<file path="src/rtl/rx_status_pkg.sv">
package rx_status_pkg;

   localparam int unsigned REG_AW = 3;

   localparam logic [REG_AW-1:0] A_DATA  = 3'd0;
   localparam logic [REG_AW-1:0] A_STAT  = 3'd1;
   localparam logic [REG_AW-1:0] A_CLR   = 3'd2;
   localparam logic [REG_AW-1:0] A_START = 3'd3;
   localparam logic [REG_AW-1:0] A_STOP  = 3'd4;
   localparam logic [REG_AW-1:0] A_ENST  = 3'd5;

   localparam int unsigned ST_OVR   = 0;
   localparam int unsigned ST_PER   = 1;
   localparam int unsigned ST_FER   = 2;
   localparam int unsigned ST_BFULL = 5;

   localparam logic [1:0] PAR_EVEN = 2'd1;
   localparam logic [1:0] PAR_ODD  = 2'd2;

   typedef enum logic [2:0] {
      S_IDLE  = 3'd0,
      S_START = 3'd1,
      S_DATA  = 3'd2,
      S_PAR   = 3'd3,
      S_STOP  = 3'd4,
      S_HALT  = 3'd5
   } rx_state_e;

endpackage

</file>
<file path="src/rtl/rx_line_sync.sv">
module rx_line_sync #(
   parameter int unsigned STAGES = 2
) (
   input  logic clk,
   input  logic rst_n,
   input  logic d,
   output logic q
);
   generate
      if (STAGES < 2) begin : g_bad
         $error("rx_line_sync: STAGES must be at least 2");
      end
   endgenerate

   logic [STAGES-1:0] chain;

   always_ff @(posedge clk or negedge rst_n) begin
      if (!rst_n) chain <= '1;
      else        chain <= {chain[STAGES-2:0], d};
   end

   assign q = chain[STAGES-1];
endmodule

</file>
<file path="src/rtl/rx_oversample_core.sv">
module rx_oversample_core
   import rx_status_pkg::*;
#(
   parameter int unsigned DATA_W = 8,
   parameter int unsigned OSR    = 16,
   parameter int unsigned DIV_W  = 8,
   parameter bit          PAR_EN = 1'b1
) (
   input  logic              clk,
   input  logic              rst_n,
   input  logic              en,
   input  logic              rxs,
   input  logic [1:0]        cfg_par,
   input  logic [DIV_W-1:0]  cfg_div,
   output logic              done,
   output logic [DATA_W-1:0] dout,
   output logic              perr,
   output logic              ferr
);
   localparam int unsigned OCNT_W = $clog2(OSR);
   localparam int unsigned BIDX_W = $clog2(DATA_W);
   localparam logic [OCNT_W-1:0] OCNT_MID  = OCNT_W'(OSR/2 - 1);
   localparam logic [OCNT_W-1:0] OCNT_END  = OCNT_W'(OSR - 1);
   localparam logic [BIDX_W-1:0] BIDX_LAST = BIDX_W'(DATA_W - 1);

   generate
      if (OSR < 4 || (OSR & (OSR - 1)) != 0) begin : g_bad_osr
         $error("rx_oversample_core: OSR must be a power of two, at least 4");
      end
      if (DATA_W < 2) begin : g_bad_w
         $error("rx_oversample_core: DATA_W must be at least 2");
      end
   endgenerate

   logic par_on, par_odd;
   generate
      if (PAR_EN) begin : g_par
         assign par_on  = (cfg_par == PAR_EVEN) || (cfg_par == PAR_ODD);
         assign par_odd = (cfg_par == PAR_ODD);
      end else begin : g_nopar
         assign par_on  = 1'b0;
         assign par_odd = 1'b0;
      end
   endgenerate

   rx_state_e          st;
   logic [DIV_W-1:0]   divcnt;
   logic [DIV_W-1:0]   div_eff;
   logic [OCNT_W-1:0]  ocnt;
   logic [BIDX_W-1:0]  bidx;
   logic [DATA_W-1:0]  shreg;
   logic               par_bit;
   logic               rx_prev;
   logic               busy;
   logic               tick;

   assign div_eff = (cfg_div == '0) ? DIV_W'(1) : cfg_div;
   assign busy    = (st != S_IDLE) && (st != S_HALT);
   assign tick    = busy && (divcnt == div_eff - DIV_W'(1));

   always_ff @(posedge clk or negedge rst_n) begin
      if (!rst_n) begin
         st      <= S_IDLE;
         divcnt  <= '0;
         ocnt    <= '0;
         bidx    <= '0;
         shreg   <= '0;
         par_bit <= 1'b0;
         rx_prev <= 1'b1;
         done    <= 1'b0;
         dout    <= '0;
         perr    <= 1'b0;
         ferr    <= 1'b0;
      end else begin
         done    <= 1'b0;
         rx_prev <= rxs;
         if (busy) divcnt <= tick ? '0 : divcnt + DIV_W'(1);
         if (!en) begin
            st <= S_IDLE;
         end else begin
            case (st)
               S_IDLE: begin
                  if (rx_prev && !rxs) begin
                     st     <= S_START;
                     divcnt <= '0;
                     ocnt   <= '0;
                  end
               end
               S_START: if (tick) begin
                  if (ocnt == OCNT_MID) begin
                     ocnt <= '0;
                     bidx <= '0;
                     st   <= rxs ? S_IDLE : S_DATA;
                  end else begin
                     ocnt <= ocnt + 1'b1;
                  end
               end
               S_DATA: if (tick) begin
                  if (ocnt == OCNT_END) begin
                     ocnt  <= '0;
                     shreg <= {rxs, shreg[DATA_W-1:1]};
                     if (bidx == BIDX_LAST) st <= par_on ? S_PAR : S_STOP;
                     else                   bidx <= bidx + 1'b1;
                  end else begin
                     ocnt <= ocnt + 1'b1;
                  end
               end
               S_PAR: if (tick) begin
                  if (ocnt == OCNT_END) begin
                     ocnt    <= '0;
                     par_bit <= rxs;
                     st      <= S_STOP;
                  end else begin
                     ocnt <= ocnt + 1'b1;
                  end
               end
               S_STOP: if (tick) begin
                  if (ocnt == OCNT_END) begin
                     ocnt <= '0;
                     done <= 1'b1;
                     dout <= shreg;
                     perr <= par_on && (par_bit != ((^shreg) ^ par_odd));
                     ferr <= !rxs;
                     st   <= rxs ? S_IDLE : S_HALT;
                  end else begin
                     ocnt <= ocnt + 1'b1;
                  end
               end
               default: st <= S_HALT;
            endcase
         end
      end
   end
endmodule

</file>
<file path="src/rtl/rx_status_regs.sv">
module rx_status_regs
   import rx_status_pkg::*;
#(
   parameter int unsigned DATA_W = 8,
   parameter int unsigned BUS_W  = 8
) (
   input  logic              clk,
   input  logic              rst_n,
   input  logic [REG_AW-1:0] bus_addr,
   input  logic              bus_wen,
   input  logic              bus_ren,
   input  logic [BUS_W-1:0]  bus_wdata,
   output logic [BUS_W-1:0]  bus_rdata,
   input  logic              rx_done,
   input  logic [DATA_W-1:0] rx_data,
   input  logic              rx_perr,
   input  logic              rx_ferr,
   output logic              en,
   output logic              bfull,
   output logic              ovr,
   output logic              per,
   output logic              fer,
   output logic [DATA_W-1:0] data_q
);
   generate
      if (DATA_W > BUS_W || BUS_W <= ST_BFULL) begin : g_bad
         $error("rx_status_regs: bus too narrow for data or status");
      end
   endgenerate

   logic wr_clr, wr_start, wr_stop, rd_data;
   logic load, set_ovr, set_per, set_fer;
   logic [BUS_W-1:0] stat_word;

   assign wr_clr   = bus_wen && (bus_addr == A_CLR);
   assign wr_start = bus_wen && (bus_addr == A_START) && bus_wdata[0];
   assign wr_stop  = bus_wen && (bus_addr == A_STOP)  && bus_wdata[0];
   assign rd_data  = bus_ren && (bus_addr == A_DATA);

   assign load    = rx_done && !bfull;
   assign set_ovr = rx_done && bfull;
   assign set_per = load && rx_perr;
   assign set_fer = rx_done && rx_ferr;

   always_ff @(posedge clk or negedge rst_n) begin
      if (!rst_n) begin
         en     <= 1'b0;
         bfull  <= 1'b0;
         ovr    <= 1'b0;
         per    <= 1'b0;
         fer    <= 1'b0;
         data_q <= '0;
      end else begin
         if (wr_start)     en <= 1'b1;
         else if (wr_stop) en <= 1'b0;

         if (load)         data_q <= rx_data;

         if (load)         bfull <= 1'b1;
         else if (rd_data) bfull <= 1'b0;

         if (set_ovr)                          ovr <= 1'b1;
         else if (wr_clr && bus_wdata[ST_OVR]) ovr <= 1'b0;

         if (set_per)                          per <= 1'b1;
         else if (wr_clr && bus_wdata[ST_PER]) per <= 1'b0;

         if (set_fer)                          fer <= 1'b1;
         else if (wr_clr && bus_wdata[ST_FER]) fer <= 1'b0;
      end
   end

   always_comb begin
      stat_word           = '0;
      stat_word[ST_OVR]   = ovr;
      stat_word[ST_PER]   = per;
      stat_word[ST_FER]   = fer;
      stat_word[ST_BFULL] = bfull;
   end

   always_comb begin
      case (bus_addr)
         A_DATA:  bus_rdata = BUS_W'(data_q);
         A_STAT:  bus_rdata = stat_word;
         A_ENST:  bus_rdata = BUS_W'(en);
         default: bus_rdata = '0;
      endcase
   end
endmodule

</file>
<file path="src/rtl/rx_status_chan.sv">
module rx_status_chan
   import rx_status_pkg::*;
#(
   parameter int unsigned DATA_W      = 8,
   parameter int unsigned BUS_W       = 8,
   parameter int unsigned OSR         = 16,
   parameter int unsigned DIV_W       = 8,
   parameter int unsigned SYNC_STAGES = 2,
   parameter bit          PAR_EN      = 1'b1
) (
   input  logic              clk,
   input  logic              rst_n,
   input  logic              rx_line,
   input  logic [1:0]        cfg_par,
   input  logic [DIV_W-1:0]  cfg_div,
   input  logic [REG_AW-1:0] bus_addr,
   input  logic              bus_wen,
   input  logic              bus_ren,
   input  logic [BUS_W-1:0]  bus_wdata,
   output logic [BUS_W-1:0]  bus_rdata
);
   logic              rx_sync;
   logic              rx_done, rx_perr, rx_ferr;
   logic [DATA_W-1:0] rx_data;
   logic              reg_en, reg_bfull, reg_ovr, reg_per, reg_fer;
   logic [DATA_W-1:0] reg_data;

   rx_line_sync #(.STAGES(SYNC_STAGES)) i_sync (
      .clk(clk), .rst_n(rst_n), .d(rx_line), .q(rx_sync)
   );

   rx_oversample_core #(
      .DATA_W(DATA_W), .OSR(OSR), .DIV_W(DIV_W), .PAR_EN(PAR_EN)
   ) i_core (
      .clk(clk), .rst_n(rst_n), .en(reg_en), .rxs(rx_sync),
      .cfg_par(cfg_par), .cfg_div(cfg_div),
      .done(rx_done), .dout(rx_data), .perr(rx_perr), .ferr(rx_ferr)
   );

   rx_status_regs #(.DATA_W(DATA_W), .BUS_W(BUS_W)) i_regs (
      .clk(clk), .rst_n(rst_n),
      .bus_addr(bus_addr), .bus_wen(bus_wen), .bus_ren(bus_ren),
      .bus_wdata(bus_wdata), .bus_rdata(bus_rdata),
      .rx_done(rx_done), .rx_data(rx_data), .rx_perr(rx_perr), .rx_ferr(rx_ferr),
      .en(reg_en), .bfull(reg_bfull), .ovr(reg_ovr), .per(reg_per), .fer(reg_fer),
      .data_q(reg_data)
   );
endmodule

</file>
<file path="config.mk">
export PLATFORM = sky130hd
export DESIGN_NAME = rx_status_chan
export DESIGN_NICKNAME = d
export VERILOG_FILES = /design/src/rtl/rx_status_pkg.sv /design/src/rtl/rx_line_sync.sv /design/src/rtl/rx_oversample_core.sv /design/src/rtl/rx_status_regs.sv /design/src/rtl/rx_status_chan.sv
export SDC_FILE = /design/constraint.sdc
export NUM_CORES = 1
export LEC_CHECK = 0
export ABC_CLOCK_PERIOD_IN_PS = 2940
export BUFFER_PORTS_ARGS = -buffer_cell sky130_fd_sc_hd__buf_2
export CAP_MARGIN = 25
export CORE_ASPECT_RATIO = 0.5
export CORE_MARGIN = 2
export CORE_UTILIZATION = 45
export CTS_BUF_LIST = sky130_fd_sc_hd__clkbuf_4
export DETAILED_ROUTE_END_ITERATION = 6
export PLACE_DENSITY = 0.71
export SYNTH_ARGS = -nofsm -noshare
export SYNTH_HDL_FRONTEND = slang
export SYNTH_HIERARCHICAL = 1
export SYNTH_SLANG_ARGS = --single-unit
export TNS_END_PERCENT = 30
</file>
<file path="constraint.sdc">
create_clock -name clk -period 2.94 [get_ports clk]
set_input_delay 0.147 -clock clk [delete_from_list [all_inputs] [get_ports clk]]
set_output_delay 0.147 -clock clk [all_outputs]
set_load 0.05 [all_outputs]
</file>
Yosys cells after proc, flatten, opt, wreduce, memory -nomap -nowiden. Cells that the tools add are included.

Output and inout port bits: 8. Register bits after elaboration: 54.

Add/sub/neg operators: 4. Reduce and logical (&&, ||, !) cells: 39. Muxes and demuxes: 48. Equal/unequal tests: 34. Bitwise logic cells: 1.

Operators with widths (count): two-way mux 3 bit (18); two-way mux 8 bit (6); inequality test 3 bit, second input constant (11); one-hot mux 8 bit (3 select lines) (1); two-way mux 4 bit (5); logical AND 1 bit (17); one-hot mux 3 bit (5 select lines) (1); two-way mux 1 bit (14); == test 3 x 2 -> 1 bit, second input constant (4); == test 3 bit, second input constant (4); inequality test 2 x 1 -> 1 bit, second input constant (6); one-hot mux 4 bit (3 select lines) (1); AND reduction 4 bit (3); nonzero test 2 bit (6); AND reduction 10 bit (1); adder 8 x 1 -> 8 bit, second input constant (1); == test 8 bit (1); zero test 8 bit (1); XOR reduction 8 bit (1); subtractor 8 x 1 -> 8 bit, second input constant (1); AND reduction 7 bit (1); == test 3 x 1 -> 1 bit, second input constant (2); zero test 3 bit (2); one-hot mux 3 bit (2 select lines) (1); other kinds (15) (17).

Depth between registers and ports, before layout. Gate-level depths: netlist (run 1).

Depth after elaboration: 10. Mapped depth: 10. Depth with buffers taken out: 9.

Hierarchy. The synthesis (run 1) kept the hierarchy.

By module, submodules not included: rx_oversample_core (area each 2351.0 µm², instances 1, cells each 238, sequential area each 977.2 µm²); rx_status_regs (area each 634.4 µm², instances 1, cells each 54, sequential area each 325.3 µm²); rx_line_sync (area each 52.6 µm², instances 1, cells each 2, sequential area each 52.6 µm²).

Worst setup path after synthesis (run 1). OpenSTA, ideal clock, no wires.

Path kind: in2reg. Start: input port cfg_div[1]. End: register i_core.shreg[0]. Required time: 2.815 ns. Stages: 8. Arrival time: 2.437 ns. Library setup time: 0.125 ns. Path slack: 0.379 ns. Cells stage by stage: nor4_1 > a21oi_1 > ha_1 > xnor2_1 > a221o_1 > a211o_1 > nor3_4 > mux2_2.

Word-level cells in the longest chain between the ends: 6.

RTL lines: start: declaration (line rx_status_chan.sv:15) `input logic [DIV_W-1:0] cfg_div,`; zero test 8 bit (line rx_oversample_core.sv:57) `assign div_eff = (cfg_div == '0) ? DIV_W'(1) : cfg_div;`; two-way mux 8 bit (*) (line rx_oversample_core.sv:57); subtractor 8 x 1 -> 8 bit (*) (line rx_oversample_core.sv:59) `assign tick = busy && (divcnt == div_eff - DIV_W'(1));`; == test 8 bit (*) (line rx_oversample_core.sv:59); logical AND 1 bit (*) (line rx_oversample_core.sv:59); AND reduction 4 bit (no source line) (*); end signal: assignment (line rx_oversample_core.sv:101) `shreg <= {rxs, shreg[DATA_W-1:1]};`; end: declaration (line rx_oversample_core.sv:51) `logic [DATA_W-1:0] shreg;`.

Every way passes the cells marked *; elsewhere a longest branch is shown, timed or not. A chain may end at the register's enable or synchronous reset.

Worst setup path after layout (run 1).
Start: register i_core.st[1]. End: register i_core.st[2].

Word-level cells in the longest chain between the ends: 5.

RTL lines: start: declaration (line rx_oversample_core.sv:46) `rx_state_e st;`; start signal: assignment (line rx_oversample_core.sv:93) `st <= rxs ? S_IDLE : S_DATA;`; start signal: assignment (line rx_oversample_core.sv:102) `if (bidx == BIDX_LAST) st <= par_on ? S_PAR : S_STOP;`; start signal: assignment (line rx_oversample_core.sv:124) `st <= rxs ? S_IDLE : S_HALT;`; inequality test 3 bit / nonzero test 3 bit (equally long branches) (line rx_oversample_core.sv:58) `assign busy = (st != S_IDLE) && (st != S_HALT);`; logical AND 1 bit (line rx_oversample_core.sv:58); logical AND 1 bit (line rx_oversample_core.sv:59); inequality test 3 bit (no source line); AND reduction 10 bit (no source line).

Several ways; a longest one is shown, not always the timed one.

==> flow_summary.ini, run 1 <==
[sta]
max_freq_mhz = 417
fin_crit_sh = 0.816
tightest_slew_ps = 894
setup_violations = 0
final.setup_skew_ps = 11.8
hold_violations = 0
slew_violations = 0
max_slew_margin = 0.404
timing.setup.tns_ps = 0
layout_min_cycle_time_ps = 2400
rsz0062_at_grt = no

[yosys]
yosys_warnings = 6
synth_xor_area_frac = 0.0692
synth-compound-area-share = 0.144
syn_inst = 294
synth_area_per_cell_um2 = 10.3
async_flop_share = 1.00
synth_top_family_by_area = simple AND/OR/NAND/NOR gates
ys_seq_area_frac = 0.446
synth_fa_ha_area_frac = 0.0247
synthSimpleGateAreaFrac = 0.183
synth_enable_flop_cells = 0
synthMuxAreaShare = 0.106
syn_area_mm2 = 0.00304
ys_seq_elements = 54
synthFlopType = dfrtp_1
ys_types = 53
syn_nets = 326

[pwr]
max-vdd-ir-drop_mv = 0.155
leakagePower_nw = 1.60
p_per_area_mw_per_mm2 = 371
power_mw = 1.27

[grt]
grt_antenna_before_repair = 0
track_usage = 0.175
grt_max_degree = 41
grt.overflow.total = 0
grt_pass1_wl_um = 10700
grt_pass1_vias = 2344

[clock_network]
clkSinkCount = 54
clk_latency_ps = 380
cts_hold_buf = 2
root_buffer = clkbuf_4
path_clk_slew_ps = 160
clk_path_buf_depth = 2
h-tree-depth = 2
post_cts_resized = 0
cts_setup_buffers = 0
cts_tree = done
cts_buffers = 5

[drt]
drt_iter0_drc = 144
routed_wl_um = 6230
drc = 0
drt_first_pass_iters = 4
ant_nets = 0
wl_per_cell_um = 14.7
viasPerCell = 5.63
vias = 2383

[worst_setup_path]
cp_max_fo = 18
critPathMaxStageDelay_ps = 700
start_kind = flip-flop
worst_ep_arrival_time_ps = 2730
critPathBufInv = 0
required_ps = 3270
cp_top_family = compound AO/OA/AOI/OAI gates
slowest_stage = dfrtp_1
crit_path_end_kind = flip-flop
crit_path_cell_trace = nand2b_1 > o32ai_1 > a31oi_1 > o21ai_0 > nor4_1 > o221a_2
crit_type = reg -> reg

[floorplan]
initial_core_util = 0.461
fp-row-count = 21
die-area_mm2 = 0.00746
coreArea_mm2 = 0.00660
die_w_um = 120
io_pins = 34
fp.dieH_um = 62.1

[job]
drv_cap = 0

[finish]
diodes = 0
final_cells = 423
final_util = 0.518
area_growth_pct = 12.4
num-nets-final = 362
drive_gt1_frac = 0.248

[status]
status = finished, final reports clean

[placed_design]
post-place-cells = 413
portBuffers = 28
dp_hpwl_um = 4580
gp_congestion = 0.930

[hold_path]
hold_path_class = in -> reg
## worst paths after layout
check                           startpoint         endpoint  slack [ps]  cells after the start
max                           i_core/st[1]     i_core/st[2]         540                      6
max in group asynchronous            rst_n  i_core/shreg[4]        1780                      3
min in group asynchronous            rst_n  i_core/shreg[7]         420                      2
min reg2reg                i_sync/chain[0]  i_sync/chain[1]         360                      0
min                                bus_ren     i_regs/bfull          40                      3
max reg2reg                   i_core/st[1]     i_core/st[2]         540                      6
## sequential cells by signal, summed over array words and instances, names as in the netlist, 2 cells and up
name and count:
i_sync/chain 2, i_core/shreg 8, i_core/dout 8, i_core/divcnt 8, i_core/bidx 3, i_core/ocnt 4, i_regs/data_q 8, i_core/st 3
## kinds of logic after synthesis
| group | count (synthesis) |
|---|---|
| simple gates | 100 |
| compound gates | 61 |
| flops | 54 |
| mux | 29 |
| xor+xnor | 24 |
| buf+inv | 20 |
| fa+ha+maj | 6 |
## cell usage after synthesis, types with 3 or more instances
library cell | n | area, um^2
nor2b_1 | 5 | 31.3
nand3b_1 | 3 | 22.5
dfstp_2 | 3 | 78.8
clkbuf_1 | 7 | 26.3
a211o_1 | 4 | 35.0
and2_1 | 4 | 25.0
nor2_1 | 17 | 63.8
buf_2 | 5 | 25.0
and3_1 | 6 | 37.5
mux2_2 | 21 | 236
a22o_1 | 3 | 26.3
nand3_1 | 7 | 35.0
o211ai_1 | 4 | 30.0
o31ai_1 | 5 | 37.5
xor2_1 | 11 | 96.3
ha_1 | 6 | 75.1
nor4_1 | 3 | 18.8
nand2b_1 | 5 | 31.3
xnor2_1 | 13 | 114
nand4_1 | 6 | 37.5
mux2_1 | 5 | 56.3
nor3_1 | 9 | 45.0
mux2i_1 | 3 | 30.0
nand2_1 | 19 | 71.3
or2_2 | 3 | 18.8
dfrtp_1 | 51 | 1280
a21oi_1 | 8 | 40.0
inv_1 | 8 | 30.0
o21ai_0 | 16 | 80.1
## final cells by class
type,count,area (um^2)
Sequential cell,54,1360
Inverter,8,30.0
Multi-Input combinational cell,220,1600
Tap cell,92,115
Clock buffer,5,37.5
Clock inverter,3,21.3
Timing Repair Buffer,41,255
Fill cell,598,3180
## report_power, final
group          switching, mW  internal, mW  leakage, nW
clock network          0.239        0.0938       0.0312
logic                 0.0817        0.0622        0.826
registers             0.0296         0.762        0.741
## worst min-delay path, cell delays in order
cell and delay, ps:
buf_2 100, nand2_1 40, a21o_1 100
## per-layer routing
layer / global-route usage / routed length, um / vias up
met5: 0 / 0 / -
met4: 0.0426 / 39 / 0
met3: 0.0340 / 200 / 5
met2: 0.316 / 3180 / 41
met1: 0.218 / 2810 / 1181
li1: - / - / 1156
## cell usage in the layout, fill, tap and decap left out, types with 8 or more instances in the layout
master   instances
inv_1            8
o21ai_0         16
a21oi_1          8
buf_2           28
nor3_1           9
dfrtp_1         51
mux2_2          21
xnor2_1         13
nand2_1         19
xor2_1          11
nor2_1          17
buf_4           10
## metrics by stage
stage / instance area, um^2 / hold WS (ps) / setup slack [ps]
2_1_floorplan: 3040 / -149 / 379
3_3_place_gp: 3340 / 252 / 301
3_5_place_dp: 3340 / 257 / 194
4_1_cts: 3420 / 26.2 / 587
5_1_grt: 3420 / 25.1 / 337
6_report: 3420 / 37.0 / 541
Power figures use the tool's default switching activity.
==> run 2: changes to the inputs <==
- ABC_CLOCK_PERIOD_IN_PS: 2940 -> 2130
- PLACE_DENSITY: 0.71 -> 0.73
- clock period: 2.94 -> 2.13 ns (I/O delays scaled with it)
==> run 2 against run 1 <==
Against the previous run: the run now ends with negative setup slack left; cell area up 15%; total power up 53%; global-route usage up 2.6 points; non-clock buffer count up 41; sequential power increased by 38%; wire length is 15% higher; flip-flop and latch count unchanged.
==> flow_summary.ini, run 2 (synthesized netlist as in run 1, its figures left out) <==
[sta]
setup_violations = 1
fin_crit_sh = 1.00
max_freq_mhz = 468
layout_min_cycle_time_ps = 2140
final.setup_skew_ps = 6.29
tightest_slew_ps = 591
slew_violations = 0
rsz0062_at_grt = yes
hold_violations = 0
worst_slack_ps = -7.47
max_slew_margin = 0.606

[worst_setup_path]
cp_max_fo = 8
start_kind = input pin
worst_ep_arrival_time_ps = 2420
required_ps = 2420
crit_path_end_kind = flip-flop
crit_type = in -> reg

[drt]
ant_nets = 0
vias = 2567
wl_per_cell_um = 15.4
top_layer = met4
drt_first_pass_iters = 4
drt_iter0_drc = 173
drc = 0
viasPerCell = 5.53
dr_wl_met3_um = 319
wl_met2_um = 3620
met1Wirelength_um = 3120
routed_wl_um = 7140

[status]
status = finished, violations left
failed_checks = negative setup slack

[clock_network]
path_clk_slew_ps = 150
clkSinkCount = 54
clk_latency_ps = 380
cts_tree = done
clk_path_buf_depth = 2
cts_buffers = 5
h-tree-depth = 2
root_buffer = clkbuf_4

[finish]
mostFrequentLayoutCells = 51 x dfrtp_1, 48 x buf_4, 27 x buf_2
fill_cells = 535
num-nets-final = 403
layout_commonest_cell = dfrtp_1
drive_gt1_frac = 0.368
final_util = 0.593
diodes = 0
area_growth_pct = 28.7

[grt]
grt_max_degree = 27
grt.overflow.total = 0
grt_pass1_vias = 2679
grt_antenna_before_repair = 0
grt_pass1_wl_um = 12200
track_usage = 0.201

[floorplan]
fp.dieH_um = 62.1
io_pins = 34
die-area_mm2 = 0.00746
fp-row-count = 21
initial_core_util = 0.461
die_w_um = 120
coreArea_mm2 = 0.00660

[pwr]
leakagePower_nw = 1.85
max-vdd-ir-drop_mv = 0.226
p_per_area_mw_per_mm2 = 496

[job]
drv_cap = 0

[placed_design]
gp_congestion = 0.838
portBuffers = 28
dp_hpwl_um = 5160
dp_slack_ps = -403

[hold_path]
hold_path_class = in -> reg
-- run 2: changes by cell type in the layout (fill, tap and decap cells not counted), moves of 3 or more --
cell	delta
o21ai_0	-5
mux2_2	-8
nor3_1	-3
nor3_2	+3
buf_6	+3
buf_4	+38
mux2_4	+8
o21ai_1	+4
-- run 2: where the power goes --
| part | leakage [nW] | total (mW) | switching [mW] | internal, mW |
|---|---|---|---|---|
| clock network | 0.0432 | 0.579 | 0.331 | 0.248 |
| registers | 0.741 | 1.09 | 0.0335 | 1.05 |
| logic | 1.06 | 0.277 | 0.146 | 0.131 |
-- run 2: final timing paths --
path	end	depth (start not counted)	slack, ps	from
worst max-delay path	i_core/shreg[0]	10	-7	cfg_div[4]
min in group asynchronous	i_core/st[0]	2	270	rst_n
worst min register to register	i_sync/chain[1]	0	370	i_sync/chain[0]
max in group asynchronous	i_core/divcnt[1]	3	1230	rst_n
worst max register to register	i_core/shreg[0]	7	0	i_core/divcnt[5]
worst min-delay path	i_regs/fer	3	30	bus_wdata[2]
-- run 2: what timing repair did --
action                                  in CTS  in global routing
endpoints found under the setup margin      16                 37
cloned                                       0                  0
pin swaps                                   11                  5
setup buffers                                5                  2
resized for setup                            9                 24
hold buffers                                 3                  0
hold endpoints to repair                    23                  0
-- run 2: cell type report --
type	count	area [um^2]	area share
Multi-Input combinational cell	220	1750	0.448
Sequential cell	54	1360	0.346
Timing Repair Buffer	82	579	0.148
Tap cell	92	115	0.0294
Clock inverter	3	42.5	0.0109
Clock buffer	5	37.5	0.00960
Inverter	8	30.0	0.00768
-- run 2: worst max-delay path, stage by stage --
cell and delay, ps:
buf_4 120, nor4_4 320, a21oi_2 100, ha_1 290, xnor2_1 130, a221o_1 310
a211o_1 310, nor3_4 240, buf_12 160, mux2_2 330
-- run 2: through the flow --
step           TNS, ps  area (um^2)  total power [mW]  hold WS, ps  cells
5_1_grt          -1800         3910              2.03         19.5    464
3_3_place_gp     -9430         3620              1.35          116    446
2_1_floorplan    -2860         3080              1.23         -189    294
6_report         -7.47         3910              1.94         26.2    464
3_5_place_dp    -11060         3620              1.35          140    446
4_1_cts          -67.6         3800              1.94         15.0    462
-- run 2: layer usage --
metal | global-route usage | vias to the layer above
met5 | 0 | -
met2 | 0.350 | 63
met4 | 0.0618 | 0
li1 | - | 1224
met3 | 0.0404 | 11
met1 | 0.254 | 1269
